## src/rtl/ivac_pkg.sv

```systemverilog
package ivac_pkg;
  // Kind of register an address selects
  typedef enum logic [1:0] {
    SEL_NONE = 2'd0,
    SEL_PEND = 2'd1,
    SEL_EN   = 2'd2
  } ivac_sel_e;

  // Byte address to word index
  function automatic int unsigned word_of(input int unsigned byte_addr);
    return byte_addr / 4;
  endfunction
endpackage

```

## src/rtl/ivac_edge.sv

```systemverilog
// Rising-edge detector for the vector input bus
module ivac_edge #(
  parameter int unsigned N = 128
) (
  input  logic         clk,
  input  logic         rst,
  input  logic [N-1:0] vec_i,
  output logic [N-1:0] rise_o
);
  logic [N-1:0] vec_q;

  always_ff @(posedge clk) begin
    if (rst) vec_q <= '0;
    else     vec_q <= vec_i;
  end

  assign rise_o = vec_i & ~vec_q;
endmodule

```

## src/rtl/ivac_decode.sv

```systemverilog
// Address decoder: one-hot hits for pending and enable words
module ivac_decode #(
  parameter int unsigned NUM_GROUPS = 4,
  parameter int unsigned ADDR_W     = 8,
  parameter int unsigned EN_OFFSET  = 32
) (
  input  logic [ADDR_W-1:0]     addr_i,
  output logic [NUM_GROUPS-1:0] hit_pend_o,
  output logic [NUM_GROUPS-1:0] hit_en_o,
  output ivac_pkg::ivac_sel_e   sel_o
);
  localparam int unsigned WORD_W  = ADDR_W - 2;
  localparam int unsigned EN_WORD = ivac_pkg::word_of(EN_OFFSET);

  logic [WORD_W-1:0] word;
  logic              aligned;

  assign word    = addr_i[ADDR_W-1:2];
  assign aligned = (addr_i[1:0] == 2'b00);

  for (genvar g = 0; g < NUM_GROUPS; g++) begin : g_hit
    assign hit_pend_o[g] = aligned && (word == WORD_W'(g));
    assign hit_en_o[g]   = aligned && (word == WORD_W'(EN_WORD + g));
  end

  always_comb begin
    if (|hit_pend_o)    sel_o = ivac_pkg::SEL_PEND;
    else if (|hit_en_o) sel_o = ivac_pkg::SEL_EN;
    else                sel_o = ivac_pkg::SEL_NONE;
  end
endmodule

```

## src/rtl/ivac_group.sv

```systemverilog
// One group of vectors: pending word, enable word, parent line
module ivac_group #(
  parameter int unsigned W = 32
) (
  input  logic         clk,
  input  logic         rst,
  input  logic [W-1:0] rise_i,
  input  logic [W-1:0] clr_i,
  input  logic         en_we_i,
  input  logic [W-1:0] en_wdata_i,
  output logic [W-1:0] pend_o,
  output logic [W-1:0] en_o,
  output logic         irq_o
);
  always_ff @(posedge clk) begin
    if (rst) begin
      pend_o <= '0;
      en_o   <= '0;
      irq_o  <= 1'b0;
    end else begin
      // new edges are ORed in after the clear, so they win a collision
      pend_o <= (pend_o & ~clr_i) | rise_i;
      if (en_we_i) en_o <= en_wdata_i;
      irq_o  <= |(pend_o & en_o);
    end
  end
endmodule

```

## src/rtl/ivac_top.sv

```systemverilog
module ivac_top #(
  parameter int unsigned NUM_GROUPS = 4,
  parameter int unsigned GROUP_W    = 32,
  parameter int unsigned ADDR_W     = 8,
  parameter int unsigned EN_OFFSET  = 32
) (
  input  logic                          clk,
  input  logic                          rst,
  input  logic [ADDR_W-1:0]             addr_i,
  input  logic                          wr_en_i,
  input  logic [GROUP_W-1:0]            wdata_i,
  output logic [GROUP_W-1:0]            rdata_o,
  input  logic [NUM_GROUPS*GROUP_W-1:0] vec_i,
  output logic [NUM_GROUPS-1:0]         irq_o
);
  localparam int unsigned NUM_VEC = NUM_GROUPS * GROUP_W;

  logic [NUM_VEC-1:0]                   rise;
  logic [NUM_GROUPS-1:0]                hit_pend;
  logic [NUM_GROUPS-1:0]                hit_en;
  ivac_pkg::ivac_sel_e                  sel;
  logic [NUM_GROUPS-1:0][GROUP_W-1:0]   pend_w;
  logic [NUM_GROUPS-1:0][GROUP_W-1:0]   en_w;
  logic [NUM_VEC-1:0]                   pend_all;
  logic [NUM_VEC-1:0]                   en_all;
  logic [GROUP_W-1:0]                   rd_next;

  ivac_edge #(.N(NUM_VEC)) u_edge (
    .clk    (clk),
    .rst    (rst),
    .vec_i  (vec_i),
    .rise_o (rise)
  );

  ivac_decode #(
    .NUM_GROUPS (NUM_GROUPS),
    .ADDR_W     (ADDR_W),
    .EN_OFFSET  (EN_OFFSET)
  ) u_dec (
    .addr_i     (addr_i),
    .hit_pend_o (hit_pend),
    .hit_en_o   (hit_en),
    .sel_o      (sel)
  );

  for (genvar g = 0; g < NUM_GROUPS; g++) begin : g_grp
    logic [GROUP_W-1:0] clr;
    assign clr = (wr_en_i && hit_pend[g]) ? wdata_i : '0;

    ivac_group #(.W(GROUP_W)) u_grp (
      .clk        (clk),
      .rst        (rst),
      .rise_i     (rise[g*GROUP_W +: GROUP_W]),
      .clr_i      (clr),
      .en_we_i    (wr_en_i && hit_en[g]),
      .en_wdata_i (wdata_i),
      .pend_o     (pend_w[g]),
      .en_o       (en_w[g]),
      .irq_o      (irq_o[g])
    );
  end

  assign pend_all = pend_w;
  assign en_all   = en_w;

  // read mux over the one-hot hits
  always_comb begin
    rd_next = '0;
    for (int g = 0; g < NUM_GROUPS; g++) begin
      if (sel == ivac_pkg::SEL_PEND && hit_pend[g]) rd_next = pend_w[g];
      if (sel == ivac_pkg::SEL_EN && hit_en[g])     rd_next = en_w[g];
    end
  end

  always_ff @(posedge clk) begin
    if (rst) rdata_o <= '0;
    else     rdata_o <= rd_next;
  end
endmodule

```

## config.mk

```make
export PLATFORM = sky130hd
export DESIGN_NAME = ivac_top
export DESIGN_NICKNAME = d
export VERILOG_FILES = /design/src/rtl/ivac_pkg.sv /design/src/rtl/ivac_edge.sv /design/src/rtl/ivac_decode.sv /design/src/rtl/ivac_group.sv /design/src/rtl/ivac_top.sv
export SDC_FILE = /design/constraint.sdc
export NUM_CORES = 1
export LEC_CHECK = 0
export BUFFER_PORTS_ARGS = -buffer_cell sky130_fd_sc_hd__clkbuf_2
export CORE_ASPECT_RATIO = 0.8
export CORE_MARGIN = 2
export CORE_UTILIZATION = 53
export CTS_CLUSTER_DIAMETER = 100
export DETAILED_ROUTE_END_ITERATION = 16
export PLACE_DENSITY_LB_ADDON = 0.12
export SLEW_MARGIN = 10
export SYNTH_ARGS = -nofsm -noshare
export SYNTH_HDL_FRONTEND = slang
export SYNTH_SLANG_ARGS = --single-unit
```

## constraint.sdc

```tcl
create_clock -name clk -period 1.5 [get_ports clk]
set_input_delay 0.15 -clock clk [delete_from_list [all_inputs] [get_ports clk]]
set_output_delay 0.15 -clock clk [all_outputs]
set_load 0.01 [all_outputs]
```

* Yosys cells after proc, flatten, opt, wreduce, memory -nomap -nowiden
Cells that the tools add are included.
** Storage, ports and cells
- Register bits after elaboration :: 420
- Output and inout port bits :: 36
- Word-level logic and storage cells :: 87
** Cells by class
- Equal/unequal tests :: 9
- Multiplexer cells :: 14
- Bitwise logic cells :: 18
- Reduce and logical (&&, ||, !) cells :: 32
** Operators by type and width (number)
- 2-to-1 mux 32 bit :: 12
- bitwise AND 32 bit :: 8
- bitwise AND 128 bit :: 1
- NOT 128 bit :: 1
- NOT 32 bit :: 4
- OR 32 bit :: 4
- OR reduction 32 bit :: 4
- equality test 6 x 4 -> 1 bit (second input constant) :: 4
- logical AND 1 bit :: 24
- equality test 6 x 2 -> 1 bit (second input constant) :: 2
- OR reduction 4 bit :: 2
- equality test 6 x 1 -> 1 bit (second input constant) :: 1
- logical NOT 6 bit :: 1
- 2-to-1 mux 2 bit :: 2
- equality test 2 x 1 -> 1 bit (second input constant) :: 1
- equality test 2 bit (second input constant) :: 1
- logical NOT 2 bit :: 1

* Logic depth before layout (Yosys ltp)
Gate-level depths: netlist of run 1.
- Depth after elaboration :: 15
- Depth in mapped cells :: 7
- Mapped depth without buffers :: 4

* Modules after synthesis
A second synthesis of run 1 with hierarchy kept.
** Second synthesis, totals
- Cell total of the unflattened synthesis :: 2060
- Area, all modules :: 18447.7 µm²
** By module, submodules not included
- ivac_group :: times used 4, cells each 258, area each 2367.3 µm², seq. area each 1301.2 µm²
- ivac_top :: times used 1, cells each 613, area each 4585.6 µm², seq. area each 640.6 µm²
- ivac_edge :: times used 1, cells each 398, area each 4265.3 µm², seq. area each 2562.5 µm²
- ivac_decode :: times used 1, cells each 17, area each 127.6 µm², seq. area each 0.0 µm²

* Worst setup path after synthesis of run 1
Ideal clock, no wire load.
- Path kind :: in2reg
- From :: in addr_i[7]
- To :: reg rdata_o[17]
- Setup time :: 0.070 ns
- Arrival :: 1.520 ns
- Required time :: 1.430 ns
- Path slack :: -0.091 ns
- Cell stages on the path :: 6
- Buffers on the path :: 2
- Path through :: or4_4 > or3_1 > clkbuf_1 > buf_2 > a21oi_1 > o2bb2ai_1
** On the way
- Longest elaborated chain between the ends :: 15
** Ends and longest elaborated chain
- from (decl) :: line ivac_top.sv:9 : input logic [ADDR_W-1:0] addr_i,
- equality test 6 x 4 -> 1 bit :: line ivac_decode.sv:23 : assign hit_en_o[g] = aligned && (word == WORD_W'(EN_WORD + g));
- logical AND 1 bit :: line ivac_decode.sv:23
- OR reduction 4 bit :: line ivac_decode.sv:28 : else if (|hit_en_o) sel_o = ivac_pkg::SEL_EN;
- 2-to-1 mux 2 bit :: line ivac_decode.sv:28
- 2-to-1 mux 2 bit :: line ivac_decode.sv:27 : if (|hit_pend_o) sel_o = ivac_pkg::SEL_PEND;
- equality test 2 x 1 -> 1 bit :: line ivac_top.sv:70 : if (sel == ivac_pkg::SEL_PEND && hit_pend[g]) rd_next = pend_w[g];
- logical AND 1 bit :: line ivac_top.sv:70
- 2-to-1 mux 32 bit :: line ivac_top.sv:70
- 2-to-1 mux 32 bit :: line ivac_top.sv:71 : if (sel == ivac_pkg::SEL_EN && hit_en[g]) rd_next = en_w[g];
- 2-to-1 mux 32 bit :: line ivac_top.sv:70
- 2-to-1 mux 32 bit :: line ivac_top.sv:71
- 2-to-1 mux 32 bit :: line ivac_top.sv:70
- 2-to-1 mux 32 bit :: line ivac_top.sv:71
- 2-to-1 mux 32 bit :: line ivac_top.sv:70
- 2-to-1 mux 32 bit * :: line ivac_top.sv:71
- to (signal assigned) :: line ivac_top.sv:77 : else rdata_o <= rd_next;
- to (decl) :: line ivac_top.sv:12 : output logic [GROUP_W-1:0] rdata_o,
Every way passes the cells marked *; elsewhere a longest branch is shown, timed or not.
A chain may end at the register's enable or synchronous reset.

* Worst setup path after layout of run 1
- From :: reg g_grp[2].u_grp.pend_o[17]
- To :: reg rdata_o[17]
** On the way
- Longest elaborated chain between the ends :: 4
** Ends and longest elaborated chain
- from (decl) :: line ivac_group.sv:11 : output logic [W-1:0] pend_o,
- from (signal assigned) :: line ivac_group.sv:22 : pend_o <= (pend_o & ~clr_i) | rise_i;
- 2-to-1 mux 32 bit :: line ivac_top.sv:70
- 2-to-1 mux 32 bit :: line ivac_top.sv:71
- 2-to-1 mux 32 bit :: line ivac_top.sv:70
- 2-to-1 mux 32 bit :: line ivac_top.sv:71
Every way passes these cells.

==> impl_metrics.tcl, run 1 <==
set metrics [dict create \
    status "finished with violations" \
    violations "negative setup slack" \
    p_switching_uw 6450 \
    finalNetCount 2594 \
    grt_pass1_vias 16200 \
    clock_sinks 420 \
    cts_made_buffers 43 \
    syn_inst 2078 \
    critical_path_class "reg -> reg" \
    tritoncts "built" \
    row_count 59 \
    antenna_found_initial 0 \
    synthTopCellsByCount "420 x dfxtp_1, 415 x nand2_1, 300 x a21oi_1" \
    gp_congestion 0.949 \
    critical_path.cell_chain "mux2_2, a22oi_1, buf_4, o211ai_1, o2bb2ai_1" \
    synth_edf_count 0 \
    min_period_ns 1.54 \
    synth.area.top_cells "dfxtp_1 48%, nand2_1 9.0%, a21oi_1 8.6%" \
    firstDrtPassIters 6 \
    seqPwrFrac_pct 46.8 \
    initial_core_util_pct 53.6 \
    synth_most_common_cell "dfxtp_1" \
    p_per_area_nw_per_um2 1140 \
    cts_setup_buffers 0 \
    wl_per_cell_um 23.8 \
    viasPerCell 5.93 \
    drc 0 \
    rsz0062_at_grt "no" \
    grt_pass1_wl_um 100000 \
    area_growth_pct 29.4 \
    dr.first_iter.drc_count 2660 \
    maxCapViolations 0 \
    p_comb_share_pct 11.0 \
    period_share_pct 103 \
    post-place-ws_ns -0.327 \
    cts.clk_slew.worst_paths_ns 0.06 \
    ant_nets 0 \
    ioPinCount 207 \
    die_y_um 166 \
    yosys_warnings 0 \
    dieArea_um2 34300 \
    ys_seq_elements 420 \
    dp_hpwl_um 46800 \
    vias 17100 \
    seq_area_um2 8410 \
    cts_max_level 2 \
    ir_worst_vdd_uv 890 \
    endpoint_kind "flip-flop" \
    grt.overflow.total 0 \
    finalSetupViolations 1 \
    synth.net_count 2249 \
    tightest_slew_ns 0.698 \
    fin_skew_ns 0.0168 \
    fillers 2587 \
    grt_max_degree 147 \
    finalSetupTns_ns -0.0438 \
    relSlewSlack_pct 53.4 \
    power.total_uw 25700 \
    setup_slack_ns -0.0438 \
    hp-class "in -> reg" \
    root_buffer "clkbuf_16" \
    synth_top_area_cell "dfxtp_1" \
    slew_viol_final 0 \
    drive_gt1_share_pct 19.5 \
    hold_violations 0 \
    clock_latency_ns 0.56 \
    routed_wl_um 68600 \
    r2r_cells 5 \
    required_ns 1.97 \
    port_buffers 206 \
    cpPeakStageDelay_ns 0.47 \
    syn_area_um2 17400 \
    path_max_fanout 3 \
    slowest_stage "dfxtp_1" \
    ys_seq_area_share_pct 48.4 \
    ys.flop_type "dfxtp_1" \
    core_area_um2 32400 \
    p_clk_share_pct 42.3 \
    worst_ep_arrival_time_ns 2.01 \
    multi_input_area_um2 8240 \
    yosysUniqueCellTypes 47 \
    cts_max_path_buffers 3 \
    start_kind "flip-flop" \
    p_int_uw 19300 \
    postSynth.asyncResetShare_pct 0 \
    p_leak_uw 0.00867 \
    holdPathStages 3 \
    swShare_pct 25.1 \
    synth_top_area_share_pct 48.4 \
    max_freq_ghz 0.648 \
    die_w_um 206 \
    syn_area_per_cell_um2 8.36 \
    track_usage_pct 39.3 \
    fin_hold_ws_ns 0.0374 \
]
==> flip-flops by register name, indices dropped and copies added (netlist names) <==
name / cells
g_grp.u_grp.en_o: 128
g_grp.u_grp.irq_o: 4
rdata_o: 32
u_edge.vec_q: 128
g_grp.u_grp.pend_o: 128
==> power by group through the flow <==
stage               Combinational (µW)  Sequential [µW]  Clock [µW]
global placement                  2390            12200           0
global route                      2990            12000       11400
detailed placement                2440            12200           0
CTS                               2730            12000       10900
floorplan                         1290            12000           0
finish                            2820            12000       10900
==> worst max-delay path: cells and delay by family, from the launching register on <==
| family | cells | cell delay, ns |
|---|---|---|
| buffers and inverters | 1 | 0.15 |
| DFF | 1 | 0.47 |
| AOI/OAI and AO/OA | 3 | 0.63 |
| muxes | 1 | 0.22 |
==> layout by cell type (no fill, tap or decap), types with 5 or more instances in the layout <==
| master | n |
|---|---|
| clkbuf_1 | 8 |
| buf_4 | 113 |
| o21ai_0 | 130 |
| nor2b_1 | 129 |
| dfxtp_1 | 418 |
| a221oi_2 | 7 |
| nand2b_1 | 135 |
| o2bb2ai_1 | 43 |
| dlygate4sd3_1 | 135 |
| o221ai_1 | 5 |
| nor2_1 | 17 |
| clkbuf_16 | 45 |
| mux2_2 | 32 |
| a22oi_2 | 8 |
| a22oi_1 | 73 |
| clkinv_2 | 5 |
| o31a_1 | 5 |
| clkbuf_8 | 8 |
| a21boi_0 | 23 |
| nand2_1 | 415 |
| nand4_1 | 17 |
| buf_12 | 32 |
| a32oi_1 | 5 |
| o211ai_1 | 37 |
| o22ai_1 | 9 |
| a21oi_1 | 300 |
| clkbuf_2 | 205 |
| or3_1 | 27 |
==> path summary, 6_finish.rpt <==
check | start | slack (ns) | endpoint
worst max register to register | g_grp[2].u_grp.pend_o[17] | -0.04 | rdata_o[17]
worst min-delay path | wdata_i[24] | 0.04 | g_grp[2].u_grp.en_o[24]
worst max-delay path | g_grp[2].u_grp.pend_o[17] | -0.04 | rdata_o[17]
worst min register to register | g_grp[1].u_grp.en_o[8] | 0.47 | g_grp[1].u_grp.en_o[8]
==> per-layer routing <==
layer  GRT usage [%]  wire, µm  part of all wire (%)  up-vias
li1                -         -                     -     7844
met1            55.2     28000                    41     8032
met2            58.9     30100                    44     1032
met3            9.05      7840                    11      160
met4            14.2      2580                   3.8        0
met5               0         0                     0        -
==> cells by family (layout without fill, tap and decap cells) <==
kind of cell / Yosys count / in the layout / synth area share, %
AND/OR/NAND/NOR: 770 / 770 / 21.6
AO/OA/AOI/OAI: 662 / 662 / 23.1
flip-flops: 420 / 420 / 48.4
buffers and inverters: 190 / 563 / 4.59
multiplexers: 36 / 36 / 2.30
other: 0 / 1 / 0
==> repair_timing <==
item                                   4_1_cts  5_1_grt
hold buffers                               135        0
endpoints found under the hold margin      271        0
setup endpoints to repair                    2        5
gates resized for setup                      3        9
pin swaps                                    0        4
==> stage by stage <==
stage | area, µm² | utilization, % | cells
floorplan | 17400 | - | 2078
global placement | 19700 | 60.7 | 2670
detailed placement | 19700 | 60.7 | 2670
CTS | 22500 | 69.3 | 2878
global route | 22500 | 69.4 | 2878
finish | 22500 | 69.4 | 2879
==> layout make-up <==
cell class	instances	share of cell area [%]
flip-flops and latches	420	37.4
multi-input cells	1468	36.6
diodes	1	0.0111
inverters	4	0.0667
repair buffers	486	17.3
clock buffers	61	5.63
well taps	427	2.37
clock inverters	12	0.651
Power figures use the tool's default switching activity.
==> run 2, diff against run 1 <==
--- a/config.mk
+++ b/config.mk
@@ -9,5 +9,5 @@
 export CORE_ASPECT_RATIO = 0.8
 export CORE_MARGIN = 2
-export CORE_UTILIZATION = 53
+export CORE_UTILIZATION = 63
 export CTS_CLUSTER_DIAMETER = 100
 export DETAILED_ROUTE_END_ITERATION = 16
==> constraint.sdc (replaced) <==
create_clock -name clk -period 1.8 [get_ports clk]
set_input_delay 0.18 -clock clk [delete_from_list [all_inputs] [get_ports clk]]
set_output_delay 0.18 -clock clk [all_outputs]
set_load 0.1 [all_outputs]
==> run 2 against run 1 <==
Compared with the run above:
- the run now ends clean
- sequential power shrank 17%
- clock skew is essentially flat
- cell count shrank 5.2%
- register-to-register slack gained 0.28 ns
- first-iteration DRC count grew 14%
- utilization grew 9.8 points
- setup slack gained 0.23 ns
- critical endpoint is now rdata_o[6]
==> impl_metrics.tcl, run 2 (synthesis results as in run 1) <==
set metrics [dict create \
    status "finished clean" \
    dp_hpwl_um 42500 \
    antenna_found_initial 0 \
    hp-class "in -> reg" \
    cp_top_family "buffers and inverters" \
    max_freq_ghz 0.618 \
    gp_congestion 0.992 \
    vias 17500 \
    grt_pass1_vias 16700 \
    finalSetupViolations 0 \
    final_util_pct 79.2 \
    grt.overflow.total 0 \
    final_common_cell "dfxtp_1" \
    clock_sinks 420 \
    diodes 0 \
    swShare_pct 25.1 \
    ioPinCount 207 \
    min_period_ns 1.62 \
    die_y_um 153 \
    initial_core_util_pct 63.8 \
    ant_nets 0 \
    fin_skew_ns 0.0164 \
    top_regs "g_grp.u_grp.en_o x128, g_grp.u_grp.pend_o x128, u_edge.vec_q x128" \
    endpoint_kind "output pin" \
    grt_pass1_wl_um 98400 \
    p_comb_share_pct 9.8 \
    final_cell_mix "420 x dfxtp_1, 415 x nand2_1, 300 x a21oi_1" \
    firstDrtPassIters 6 \
    clock_latency_ns 0.55 \
    cts_made_buffers 40 \
    dr.first_iter.drc_count 3040 \
    grt_max_degree 118 \
    path_max_fanout 1 \
    rsz0062_at_grt "no" \
    cts-resized-gates 0 \
    fin_hold_ws_ns 0.0526 \
    period_share_pct 89.9 \
    required_ns 1.62 \
    area_growth_pct 24.1 \
    post-place-ws_ns -0.103 \
    relSlewSlack_pct 49.2 \
    maxCapViolations 0 \
    critical_path.cell_chain "clkbuf_2" \
    finalSetupTns_ns 0 \
    p_int_uw 16200 \
    root_buffer "clkbuf_16" \
    setup_slack_ns 0.182 \
    final_area_um2 21600 \
    cp.buffers_inverters 1 \
    port_buffers 206 \
    cpPeakStageDelay_ns 0.48 \
    seqPwrFrac_pct 46.4 \
    ir_worst_vdd_uv 1040 \
    p_switching_uw 5430 \
    dpl_cell_area_um2 18800 \
    routed_wl_um 65600 \
    drc 0 \
    wl_per_cell_um 24.0 \
    p_clk_share_pct 43.8 \
    drive_gt1_share_pct 16.6 \
    hold_violations 0 \
    track_usage_pct 44.5 \
    cts_max_level 2 \
    worst_ep_arrival_time_ns 1.44 \
    die_w_um 190 \
    tritoncts "built" \
    row_count 54 \
    p_leak_uw 0.00820 \
    slowest_stage "clkbuf_2" \
    viasPerCell 6.41 \
    tightest_slew_ns 0.762 \
    dieArea_um2 28900 \
    critical_path_class "reg -> out" \
    cts_max_path_buffers 3 \
    cts.clk_slew.worst_paths_ns 0.07 \
    finalNetCount 2505 \
    start_kind "flip-flop" \
    core_area_um2 27200 \
    slew_viol_final 0 \
    p_per_area_nw_per_um2 1000 \
]
## run 2: power groups by stage
stage	Sequential, µW	Clock, µW	Combinational [µW]
floorplan	10000	0	1080
global placement	10200	0	1740
detailed placement	10200	0	1780
CTS	10000	9440	2020
global route	10000	9820	2240
finish	10000	9470	2130
## run 2: layer usage
layer | wire (µm) | vias to the layer above | track usage (%) | part of all wire, %
li1 | - | 7673 | - | -
met1 | 25000 | 8188 | 60.7 | 38
met2 | 28400 | 1398 | 67.7 | 43
met3 | 8620 | 246 | 9.49 | 13
met4 | 3600 | 0 | 21.2 | 5.5
met5 | 0 | - | 0 | 0
## run 2: path summary, 6_finish.rpt
kind / startpoint / to / slack [ns] / cells past startpoint
worst max-delay path: rdata_o[6] / rdata_o[6] / 0.18 / 1
worst min-delay path: wdata_i[14] / g_grp[2].u_grp.en_o[14] / 0.05 / 3
worst max register to register: g_grp[2].u_grp.pend_o[15] / g_grp[2].u_grp.irq_o / 0.24 / 4
worst min register to register: g_grp[1].u_grp.en_o[8] / g_grp[1].u_grp.en_o[8] / 0.47 / 2
## run 2: timing repair
action	in CTS	in global routing
hold buffers	131	0
endpoints found under the hold margin	258	0
buffers inserted	0	0
## run 2: layout make-up
type	instances	area, µm²
Clock inverter	25	360
Sequential cell	420	8410
Multi-Input combinational cell	1468	8190
Inverter	4	15.0
Fill cell	1803	5660
Timing Repair Buffer	400	3030
Clock buffer	48	1120
Tap cell	364	455
## run 2: stage by stage
| step | cells | power (µW) |
|---|---|---|
| final | 2729 | 21600 |
| after global routing | 2729 | 22100 |
| after CTS | 2729 | 21500 |
| after detailed placement | 2525 | 12000 |
| after global placement | 2525 | 11900 |
| after floorplan | 2078 | 11100 |
==> run 3, diff against run 2 <==
==> constraint.sdc (replaced) <==
create_clock -name clk -period 1.8 [get_ports clk]
set_input_delay 0 -clock clk [delete_from_list [all_inputs] [get_ports clk]]
set_output_delay 0 -clock clk [all_outputs]
set_load 0.1 [all_outputs]
==> run 3 against run 2 <==
Compared with the run above:
- utilization is 0.17 points higher
- sequential share of layout area is 0.086 points lower
- total power is 4.0% lower
- die area stayed put
- setup slack worse by 0.021 ns
- critical path depth is 3 higher
- critical path type is now reg -> reg
- largest power group unchanged
- highest routed layer unchanged
==> impl_metrics.tcl, run 3 (synthesis results as in run 1) <==
set metrics [dict create \
    status "finished clean" \
    root_buffer "clkbuf_16" \
    maxCapViolations 0 \
    clock_latency_ns 0.56 \
    hold_violations 0 \
    final_area_um2 21600 \
    antenna_found_initial 0 \
    final_cell_mix "420 x dfxtp_1, 415 x nand2_1, 300 x a21oi_1" \
    fin_hold_ws_ns 0.124 \
    cts.clk_slew.worst_paths_ns 0.06 \
    period_share_pct 91.0 \
    hp-class "in -> reg" \
    drive_gt1_share_pct 15.5 \
    grt.overflow.total 0 \
    grt_pass1_vias 16600 \
    holdPathStages 6 \
    row_count 54 \
    top_regs "g_grp.u_grp.en_o x128, g_grp.u_grp.pend_o x128, u_edge.vec_q x128" \
    track_usage_pct 44.1 \
    grt_pass1_wl_um 97200 \
    dieArea_um2 28900 \
    post-place-ws_ns 0.0836 \
    cpPeakStageDelay_ns 0.46 \
    dr.first_iter.drc_count 2595 \
    fin_skew_ns 0.0100 \
    top_layer "met4" \
    fillers 1792 \
    min_period_ns 1.64 \
    vias 17400 \
    finalNetCount 2525 \
    power.total_uw 20800 \
    rsz0062_at_grt "no" \
    setup_slack_ns 0.161 \
    grt_max_degree 157 \
    wl_met3_um 8280 \
    endpoint_kind "flip-flop" \
    firstDrtPassIters 7 \
    tightest_slew_ns 0.755 \
    clock_sinks 420 \
    viasPerCell 6.33 \
    relSlewSlack_pct 49.7 \
    wl_met1_um 25000 \
    ioPinCount 207 \
    die_y_um 153 \
    p_per_area_nw_per_um2 961 \
    area_growth_pct 24.4 \
    ant_nets 0 \
    critical_path.cell_chain "a22oi_1, nand4_1, nor4_1, nor2_1" \
    gp_congestion 0.962 \
    worst_ep_arrival_time_ns 2.07 \
    start_kind "flip-flop" \
    max_freq_ghz 0.610 \
    routed_wl_um 65300 \
    final_common_cell "dfxtp_1" \
    finalSetupViolations 0 \
    required_ns 2.23 \
    ir_worst_vdd_uv 830 \
    tritoncts "built" \
    port_buffers 206 \
    dpl_cell_area_um2 18700 \
    core_area_um2 27200 \
    critical_path_class "reg -> reg" \
    wl_per_cell_um 23.8 \
    slew_viol_final 0 \
    cp_top_family "simple AND/OR/NAND/NOR gates" \
    die_w_um 190 \
    path_max_fanout 3 \
    dp_hpwl_um 41500 \
    met2_length_um 28100 \
    cts_made_buffers 40 \
    initial_core_util_pct 63.8 \
    cts_max_path_buffers 3 \
    crit_cells 4 \
    finalSetupTns_ns 0 \
    cts_setup_buffers 0 \
    slowest_stage "nor4_1" \
    drc 0 \
    p_leak_uw 0.00819 \
    cts_max_level 2 \
    r2r_cells 4 \
    cp.buffers_inverters 0 \
]
## run 3: area by class of cell
cell class / instances / area, µm² / area share [%]
Clock buffer: 56 / 1140 / 5.29
Inverter: 4 / 15.0 / 0.0694
Tap cell: 364 / 455 / 2.11
Multi-Input combinational cell: 1468 / 8190 / 37.9
Clock inverter: 15 / 166 / 0.770
Sequential cell: 420 / 8410 / 38.9
Antenna cell: 1 / 2.50 / 0.0116
Timing Repair Buffer: 420 / 3240 / 15.0
## run 3: power breakdown
part           internal, µW  total, µW  switching (µW)  leakage, µW
Sequential             9680      10000             369      0.00346
Combinational           932       2160            1230      0.00409
Clock                  4880       8560            3680     0.000643
Total                 15500      20800            5280      0.00819
## run 3: metal layers
layer  track usage, %  vias up
met5                0        -
li1                 -     7697
met2             66.9     1282
met1             58.4     8129
met3             11.2      278
met4             22.9        0
## run 3: final timing paths
path | slack [ns] | to | start
max reg2reg | 0.16 | g_grp[2].u_grp.irq_o | g_grp[2].u_grp.pend_o[23]
max | 0.16 | g_grp[2].u_grp.irq_o | g_grp[2].u_grp.pend_o[23]
min reg2reg | 0.47 | g_grp[2].u_grp.en_o[21] | g_grp[2].u_grp.en_o[21]
min | 0.12 | g_grp[3].u_grp.en_o[10] | addr_i[0]
## run 3: per-stage QoR
| stage | instances | util (%) |
|---|---|---|
| global route | 2747 | 79.4 |
| global placement | 2513 | 68.6 |
| CTS | 2747 | 79.4 |
| floorplan | 2078 | - |
| detailed placement | 2513 | 68.6 |
| finish | 2748 | 79.4 |
## run 3: worst register-to-register path, cell delays in order, from the launching register on
cell     delay, ns
dfxtp_1       0.38
a22oi_1       0.39
nand4_1       0.23
nor4_1        0.46
nor2_1        0.07
## run 3: what timing repair did
action | in CTS | in global routing
hold buffers | 163 | 0
endpoints found under the hold margin | 385 | 0
gates resized for setup | 0 | 0
